$ cat src/rtl/csp_pkg.sv
package csp_pkg;

  localparam int CMD_W = 8;

  typedef enum logic [1:0] {
    KIND_OFFSET = 2'b00,
    KIND_GAIN   = 2'b01,
    KIND_CONFIG = 2'b10,
    KIND_NONE   = 2'b11
  } reg_kind_e;

  typedef enum logic [1:0] {
    ST_CMD = 2'd0,
    ST_WR  = 2'd1,
    ST_RD  = 2'd2
  } port_state_e;

endpackage

$ cat src/rtl/csp_sync.sv
module csp_sync #(
  parameter int   STAGES  = 2,
  parameter logic RST_VAL = 1'b0
) (
  input  logic clk,
  input  logic rst,
  input  logic d,
  output logic q
);

  generate
    if (STAGES < 2) begin : g_single
      logic stage_q;
      always_ff @(posedge clk) begin
        if (rst) stage_q <= RST_VAL;
        else     stage_q <= d;
      end
      assign q = stage_q;
    end else begin : g_chain
      logic [STAGES-1:0] chain_q;
      always_ff @(posedge clk) begin
        if (rst) chain_q <= {STAGES{RST_VAL}};
        else     chain_q <= {chain_q[STAGES-2:0], d};
      end
      assign q = chain_q[STAGES-1];
    end
  endgenerate

endmodule

$ cat src/rtl/csp_edge.sv
module csp_edge (
  input  logic clk,
  input  logic rst,
  input  logic level,
  output logic rise,
  output logic fall
);

  logic prev_q;

  always_ff @(posedge clk) begin
    if (rst) prev_q <= 1'b0;
    else     prev_q <= level;
  end

  assign rise = level & ~prev_q;
  assign fall = ~level & prev_q;

endmodule

$ cat src/rtl/csp_cmd_decode.sv
module csp_cmd_decode
  import csp_pkg::*;
#(
  parameter int NUM_CH = 4,
  parameter int ADDR_W = 4
) (
  input  logic [CMD_W-1:0]  cmd_byte,
  output logic              cmd_valid,
  output logic              cmd_read,
  output logic [ADDR_W-1:0] cmd_addr
);

  reg_kind_e  kind;
  logic [2:0] chan;
  logic       chan_ok;
  logic       frame_ok;

  assign kind     = reg_kind_e'(cmd_byte[5:4]);
  assign chan     = cmd_byte[2:0];
  assign chan_ok  = int'(chan) < NUM_CH;
  assign frame_ok = ~cmd_byte[7] & ~cmd_byte[3];
  assign cmd_read = cmd_byte[6];

  always_comb begin
    cmd_valid = 1'b0;
    cmd_addr  = '0;
    unique case (kind)
      KIND_CONFIG: begin
        cmd_valid = frame_ok & (chan == 3'd0);
        cmd_addr  = '0;
      end
      KIND_OFFSET: begin
        cmd_valid = frame_ok & chan_ok;
        cmd_addr  = ADDR_W'(int'(chan) + 1);
      end
      KIND_GAIN: begin
        cmd_valid = frame_ok & chan_ok;
        cmd_addr  = ADDR_W'(int'(chan) + 1 + NUM_CH);
      end
      default: begin
        cmd_valid = 1'b0;
        cmd_addr  = '0;
      end
    endcase
  end

endmodule

$ cat src/rtl/csp_regfile.sv
module csp_regfile #(
  parameter int                NUM_CH   = 4,
  parameter int                WORD_W   = 24,
  parameter int                ADDR_W   = 4,
  parameter logic [WORD_W-1:0] GAIN_RST = '0
) (
  input  logic              clk,
  input  logic              rst,
  input  logic              we,
  input  logic [ADDR_W-1:0] waddr,
  input  logic [WORD_W-1:0] wdata,
  input  logic              re,
  input  logic [ADDR_W-1:0] raddr,
  output logic [WORD_W-1:0] rdata
);

  localparam int DEPTH = 1 + 2 * NUM_CH;

  logic [WORD_W-1:0] mem_q [DEPTH];

  function automatic logic [WORD_W-1:0] reset_word(input int idx);
    return (idx > NUM_CH) ? GAIN_RST : '0;
  endfunction

  always_ff @(posedge clk) begin
    if (rst) begin
      for (int i = 0; i < DEPTH; i++) mem_q[i] <= reset_word(i);
    end else if (we && (int'(waddr) < DEPTH)) begin
      mem_q[waddr] <= wdata;
    end
  end

  always_ff @(posedge clk) begin
    if (rst)     rdata <= '0;
    else if (re) rdata <= (int'(raddr) < DEPTH) ? mem_q[raddr] : '0;
  end

endmodule

$ cat src/rtl/csp_port_ctrl.sv
module csp_port_ctrl
  import csp_pkg::*;
#(
  parameter int WORD_W = 24,
  parameter int ADDR_W = 4
) (
  input  logic              clk,
  input  logic              rst,
  input  logic              cs_act,
  input  logic              sclk_rise,
  input  logic              sclk_fall,
  input  logic              sdi_s,
  output logic [CMD_W-1:0]  cmd_byte,
  input  logic              cmd_valid,
  input  logic              cmd_read,
  input  logic [ADDR_W-1:0] cmd_addr,
  input  logic [WORD_W-1:0] rdata,
  output logic [ADDR_W-1:0] reg_addr,
  output logic              reg_we,
  output logic              reg_re,
  output logic [WORD_W-1:0] reg_wdata,
  output logic              sdo,
  output logic              sdo_oe
);

  localparam int CNT_W = $clog2(WORD_W);
  localparam logic [CNT_W-1:0] CMD_LAST  = CNT_W'(CMD_W - 1);
  localparam logic [CNT_W-1:0] WORD_LAST = CNT_W'(WORD_W - 1);

  port_state_e       state_q;
  logic [CNT_W-1:0]  cnt_q;
  logic [WORD_W-1:0] sh_q;
  logic              load_q;
  logic [WORD_W-1:0] shifted_in;

  assign shifted_in = {sh_q[WORD_W-2:0], sdi_s};
  assign cmd_byte   = shifted_in[CMD_W-1:0];

  always_ff @(posedge clk) begin
    if (rst) begin
      state_q   <= ST_CMD;
      cnt_q     <= '0;
      sh_q      <= '0;
      load_q    <= 1'b0;
      reg_addr  <= '0;
      reg_we    <= 1'b0;
      reg_re    <= 1'b0;
      reg_wdata <= '0;
      sdo       <= 1'b0;
      sdo_oe    <= 1'b0;
    end else begin
      reg_we <= 1'b0;
      reg_re <= 1'b0;
      load_q <= reg_re;
      sdo_oe <= cs_act;
      if (load_q) sh_q <= rdata;
      if (!cs_act) begin
        state_q <= ST_CMD;
        cnt_q   <= '0;
        sdo     <= 1'b0;
      end else if (sclk_rise) begin
        unique case (state_q)
          ST_CMD: begin
            sh_q <= shifted_in;
            if (cnt_q == CMD_LAST) begin
              cnt_q <= '0;
              if (cmd_valid) begin
                reg_addr <= cmd_addr;
                reg_re   <= cmd_read;
                state_q  <= cmd_read ? ST_RD : ST_WR;
              end
            end else begin
              cnt_q <= cnt_q + 1'b1;
            end
          end
          ST_WR: begin
            sh_q <= shifted_in;
            if (cnt_q == WORD_LAST) begin
              reg_we    <= 1'b1;
              reg_wdata <= shifted_in;
              state_q   <= ST_CMD;
              cnt_q     <= '0;
            end else begin
              cnt_q <= cnt_q + 1'b1;
            end
          end
          ST_RD: begin
            if (cnt_q == WORD_LAST) begin
              state_q <= ST_CMD;
              cnt_q   <= '0;
            end else begin
              cnt_q <= cnt_q + 1'b1;
            end
          end
          default: begin
            state_q <= ST_CMD;
            cnt_q   <= '0;
          end
        endcase
      end else if (sclk_fall) begin
        if (state_q == ST_RD) begin
          sdo  <= sh_q[WORD_W-1];
          sh_q <= {sh_q[WORD_W-2:0], 1'b0};
        end else begin
          sdo <= 1'b0;
        end
      end
    end
  end

endmodule

$ cat src/rtl/cmd_serial_port.sv
module cmd_serial_port
  import csp_pkg::*;
#(
  parameter int NUM_CH      = 4,
  parameter int WORD_W      = 24,
  parameter int SYNC_STAGES = 2
) (
  input  logic clk,
  input  logic rst,
  input  logic cs_n,
  input  logic sclk,
  input  logic sdi,
  output logic sdo,
  output logic sdo_oe
);

  localparam int                DEPTH    = 1 + 2 * NUM_CH;
  localparam int                ADDR_W   = $clog2(DEPTH);
  localparam logic [WORD_W-1:0] GAIN_RST = {2'b01, {(WORD_W-2){1'b0}}};

  logic              cs_n_s;
  logic              cs_act;
  logic              sclk_s;
  logic              sdi_s;
  logic              sclk_rise;
  logic              sclk_fall;
  logic [CMD_W-1:0]  cmd_byte;
  logic              cmd_valid;
  logic              cmd_read;
  logic [ADDR_W-1:0] cmd_addr;
  logic [ADDR_W-1:0] reg_addr;
  logic              reg_we;
  logic              reg_re;
  logic [WORD_W-1:0] reg_wdata;
  logic [WORD_W-1:0] reg_rdata;

  csp_sync #(.STAGES(SYNC_STAGES), .RST_VAL(1'b1)) u_sync_cs (
    .clk(clk), .rst(rst), .d(cs_n), .q(cs_n_s)
  );
  csp_sync #(.STAGES(SYNC_STAGES), .RST_VAL(1'b0)) u_sync_sclk (
    .clk(clk), .rst(rst), .d(sclk), .q(sclk_s)
  );
  csp_sync #(.STAGES(SYNC_STAGES), .RST_VAL(1'b0)) u_sync_sdi (
    .clk(clk), .rst(rst), .d(sdi), .q(sdi_s)
  );

  assign cs_act = ~cs_n_s;

  csp_edge u_sclk_edge (
    .clk(clk), .rst(rst), .level(sclk_s), .rise(sclk_rise), .fall(sclk_fall)
  );

  csp_cmd_decode #(.NUM_CH(NUM_CH), .ADDR_W(ADDR_W)) u_decode (
    .cmd_byte(cmd_byte), .cmd_valid(cmd_valid), .cmd_read(cmd_read), .cmd_addr(cmd_addr)
  );

  csp_port_ctrl #(.WORD_W(WORD_W), .ADDR_W(ADDR_W)) u_ctrl (
    .clk(clk), .rst(rst), .cs_act(cs_act),
    .sclk_rise(sclk_rise), .sclk_fall(sclk_fall), .sdi_s(sdi_s),
    .cmd_byte(cmd_byte), .cmd_valid(cmd_valid), .cmd_read(cmd_read), .cmd_addr(cmd_addr),
    .rdata(reg_rdata), .reg_addr(reg_addr), .reg_we(reg_we), .reg_re(reg_re),
    .reg_wdata(reg_wdata), .sdo(sdo), .sdo_oe(sdo_oe)
  );

  csp_regfile #(.NUM_CH(NUM_CH), .WORD_W(WORD_W), .ADDR_W(ADDR_W), .GAIN_RST(GAIN_RST)) u_regs (
    .clk(clk), .rst(rst),
    .we(reg_we), .waddr(reg_addr), .wdata(reg_wdata),
    .re(reg_re), .raddr(reg_addr), .rdata(reg_rdata)
  );

endmodule

$ cat config.mk
export PLATFORM = sky130hd
export DESIGN_NAME = cmd_serial_port
export DESIGN_NICKNAME = d
export VERILOG_FILES = /design/src/rtl/csp_pkg.sv /design/src/rtl/csp_sync.sv /design/src/rtl/csp_edge.sv /design/src/rtl/csp_cmd_decode.sv /design/src/rtl/csp_regfile.sv /design/src/rtl/csp_port_ctrl.sv /design/src/rtl/cmd_serial_port.sv
export SDC_FILE = /design/constraint.sdc
export NUM_CORES = 1
export LEC_CHECK = 0
export BUFFER_PORTS_ARGS = -buffer_cell sky130_fd_sc_hd__buf_2
export CAP_MARGIN = 25
export CORE_ASPECT_RATIO = 1.2
export CORE_UTILIZATION = 55
export DETAILED_ROUTE_END_ITERATION = 10
export PLACE_DENSITY = 0.78
export SETUP_SLACK_MARGIN = 0.2
export SLEW_MARGIN = 40
export SYNTH_ARGS = -nofsm -noshare
export SYNTH_HDL_FRONTEND = slang
export SYNTH_SLANG_ARGS = --single-unit
$ cat constraint.sdc
create_clock -name clk -period 2 [get_ports clk]
set_input_delay 0 -clock clk [delete_from_list [all_inputs] [get_ports clk]]
set_output_delay 0 -clock clk [all_outputs]
set_load 0.01 [all_outputs]
==> flow_metrics.py <==
metrics = {
    "setup_path": {
        "critPathKind": "reg -> reg",
        "crit_path_max_fanout": 6,
        "r2r_end": "u_regs.mem_q[0][4]",
        "critPathMaxStageDelay_ns": 0.46,
        "slowest_stage": "or3_1",
        "crit_start": "u_ctrl.reg_we",
        "critPathCapture": "u_regs.mem_q[0][4]",
        "cp-start-kind": "flip-flop",
        "cp_cell_sequence": "nand2b_1 > or3_1 > nor3_4 > buf_4 > or2_4",
        "end_kind": "flip-flop",
        "worstReg2RegStart": "u_ctrl.reg_we",
        "reg2reg_depth": 5,
        "arrival_ns": 2.10,
        "rrSetupSlack_ns": 0.14,
        "cp.required_ns": 2.24,
    },
    "logic_synthesis": {
        "synth-edff-count": 384,
        "synth.largest_area_cell": "edfxtp_1",
        "netlist_top_cells_count": "edfxtp_1, and2_1, dfxtp_1",
        "ys_warn_count": 0,
        "yosys.cell_types.count": 46,
        "async_reset_ff_frac": 0,
        "yosysMostFrequentCell": "edfxtp_1",
        "syn-instance-count": 1252,
        "synth.avg_cell_area_um2": 15.80,
        "yosysSeqAreaShare": 0.6832,
        "synth_top_cell_area_share": 0.5830,
        "synth_area_leaders": "edfxtp_1, mux4_2, dfxtp_1",
        "synth_seq_cells": 483,
        "synth_area_mm2": 0.01978,
        "synth_flop_cell": "edfxtp_1",
    },
    "placement": {
        "dp_hpwl_mm": 24.92,
        "place_area_mm2": 0.02139,
        "routabilityCongestion": 0.8290,
        "port_buffers": 6,
    },
    "power_and_ir_drop": {
        "leakage_nw": 8.387,
        "ir_worst_vdd_v": 0.0005687,
        "powerDensity_mw_per_mm2": 861.0,
    },
    "clocking": {
        "insertion_delay_ns": 0.56,
        "h-tree-depth": 2,
        "clk_pin_slew_ns": 0.06,
        "cts_tree": "built",
        "clockBufferDepth": 3,
        "root_buffer": "clkbuf_16",
        "cts_buffers": 44,
        "cts.sink_count": 483,
    },
    "timing": {
        "period_needed_ns": 1.861,
        "period_share": 0.9304,
        "clock_skew_ns": 0.01369,
        "max_freq_mhz": 537.4,
        "setup_viol": 0,
        "setup_total_negative_slack_ns": 0,
        "finalHoldViolCount": 0,
        "slew_headroom": 0.5937,
        "hold_slack_ns": 0.09703,
        "finalMaxSlewViolations": 0,
        "rsz0062_at_grt": "yes",
        "worst_slew_pin_slew_ns": 0.6086,
    },
    "job": {
        "maxCapViolCount": 0,
    },
    "layout": {
        "final_cell_area_mm2": 0.02356,
        "synthToLayoutAreaGrowth_pct": 19.12,
        "multi_input_area_mm2": 0.006815,
        "seqCellArea_mm2": 0.01353,
        "nNetsFinal": 1499,
        "diodes": 0,
        "post-route-util": 0.6695,
        "drive_gt1_frac": 0.2122,
        "fill_cells": 2294,
    },
    "global_route": {
        "grtUsageTotal": 0.2486,
        "grt_max_degree": 48,
        "antenna_found_initial": 0,
        "grt_pass1_vias": 11720,
        "grt_overflow": 0,
        "grt_first_pass_wirelength_mm": 67.70,
    },
    "floorplan": {
        "die_h_um": 209.7,
        "rows": 75,
        "die_x_um": 175.1,
        "ios": 7,
        "dieArea_mm2": 0.03673,
        "coreArea_mm2": 0.03519,
        "start_util": 0.5621,
    },
    "worst_hold_path": {
        "hold_path_class": "in -> reg",
    },
    "drt": {
        "drt_iter0_markers": 1383,
        "dr.pass1.iters": 6,
        "wl_mm": 46.55,
        "via_count": 11630,
        "wl_per_cell_um": 23.46,
        "drc": 0,
        "post_drt_via_cell_ratio": 5.861,
        "ant_nets": 0,
    },
    "status": {
        "status": "complete, no violations",
    },
}
[worst max-delay path, delay by kind of cell (launching register included)]
family	cells	cell delay, ns
buffers and inverters	1	0.19
flip-flops	1	0.32
AND/OR/NAND/NOR	4	1.04
[per-stage QoR]
| step | total power, mW | std cells | worst slack, ns |
|---|---|---|---|
| after floorplan | 11.61 | 1419 | 0.1420 |
| after global placement | 11.79 | 1862 | 0.1447 |
| after detailed placement | 11.82 | 1862 | 0.03421 |
| after CTS | 20.31 | 1955 | 0.1376 |
| after global routing | 20.74 | 1984 | 0.09702 |
| final | 20.29 | 1984 | 0.1391 |
[power breakdown]
part           internal, mW  switching [mW]  leakage (nW)
Combinational         0.192           0.324          2.90
Sequential             11.1          0.0869          4.76
Clock                  5.02            3.60         0.726
[timing repair]
action                                  in CTS  in global routing
endpoints found under the hold margin        3                  0
endpoints found under the setup margin      98                190
gates resized for setup                     15                 46
pin swaps                                    1                 16
gates cloned                                 5                  8
hold buffers                                 3                  0
setup buffers                                4                 21
[metal layers]
metal,global-route usage,wire length [um],vias to the layer above
met1,0.3159,17820,5967
met2,0.4386,23770,511
met4,0.08486,1777,0
li1,-,-,5029
met3,0.03370,3178,122
met5,0,0,-
[how the worst min path moves through the flow]
stage | startpoint | to | depth (start not counted)
2_1_floorplan | rst | u_ctrl.load_q | 1
3_3_place_gp | cs_n | u_sync_cs.g_chain.chain_q[0] | 2
3_5_place_dp | cs_n | u_sync_cs.g_chain.chain_q[0] | 2
4_1_cts | rst | u_sclk_edge.prev_q | 3
5_1_grt | rst | u_ctrl.reg_we | 3
6_report | rst | u_sclk_edge.prev_q | 3
[flip-flops by register name (all words and copies together), names as in the netlist, named ones only]
register	count
u_sclk_edge.prev_q	1
u_regs.mem_q	384
u_ctrl.sdo	1
u_ctrl.cnt_q	5
u_regs.rdata	24
u_ctrl.sdo_oe	1
u_ctrl.load_q	1
u_ctrl.reg_re	1
u_ctrl.reg_wdata	24
u_ctrl.state_q	2
u_sync_cs.g_chain.chain_q	2
u_sync_sclk.g_chain.chain_q	2
u_ctrl.reg_addr	4
u_ctrl.reg_we	1
u_sync_sdi.g_chain.chain_q	2
u_ctrl.sh_q	24
[cell usage in the layout (no fill, tap or decap), types with 6 or more instances in the layout]
cell	n
clkbuf_1	8
edfxtp_1	384
inv_1	6
clkinv_1	10
mux2i_1	67
nand2_1	88
nor2_1	32
and2_1	212
dfxtp_1	90
a211oi_1	20
a21oi_2	6
or2_4	11
conb_1	168
bufinv_16	6
nor2b_1	8
buf_12	21
nor2_2	9
or2_2	8
mux4_2	96
buf_2	6
o221ai_1	24
clkbuf_16	48
buf_4	50
clkinv_2	8
a21oi_1	35
[area by class of cell]
cell class | count | share of cell area
clock inverter | 26 | 0.01200
multi-input combinational | 857 | 0.2893
inverter | 7 | 0.001115
clock buffer | 55 | 0.05071
sequential | 483 | 0.5744
timing repair buffer | 94 | 0.04795
tap | 462 | 0.02453
[cell families after synthesis]
logic type | synth area share
AOI/OAI and AO/OA | 0.03454
adders and majority gates | 0.004428
and+or+nand+nor | 0.1125
DFF | 0.6832
other | 0.0001896
buffers and inverters | 0.01803
muxes | 0.1458
xor gates and xnor gates | 0.001329
(Power assumes the default switching activity.)
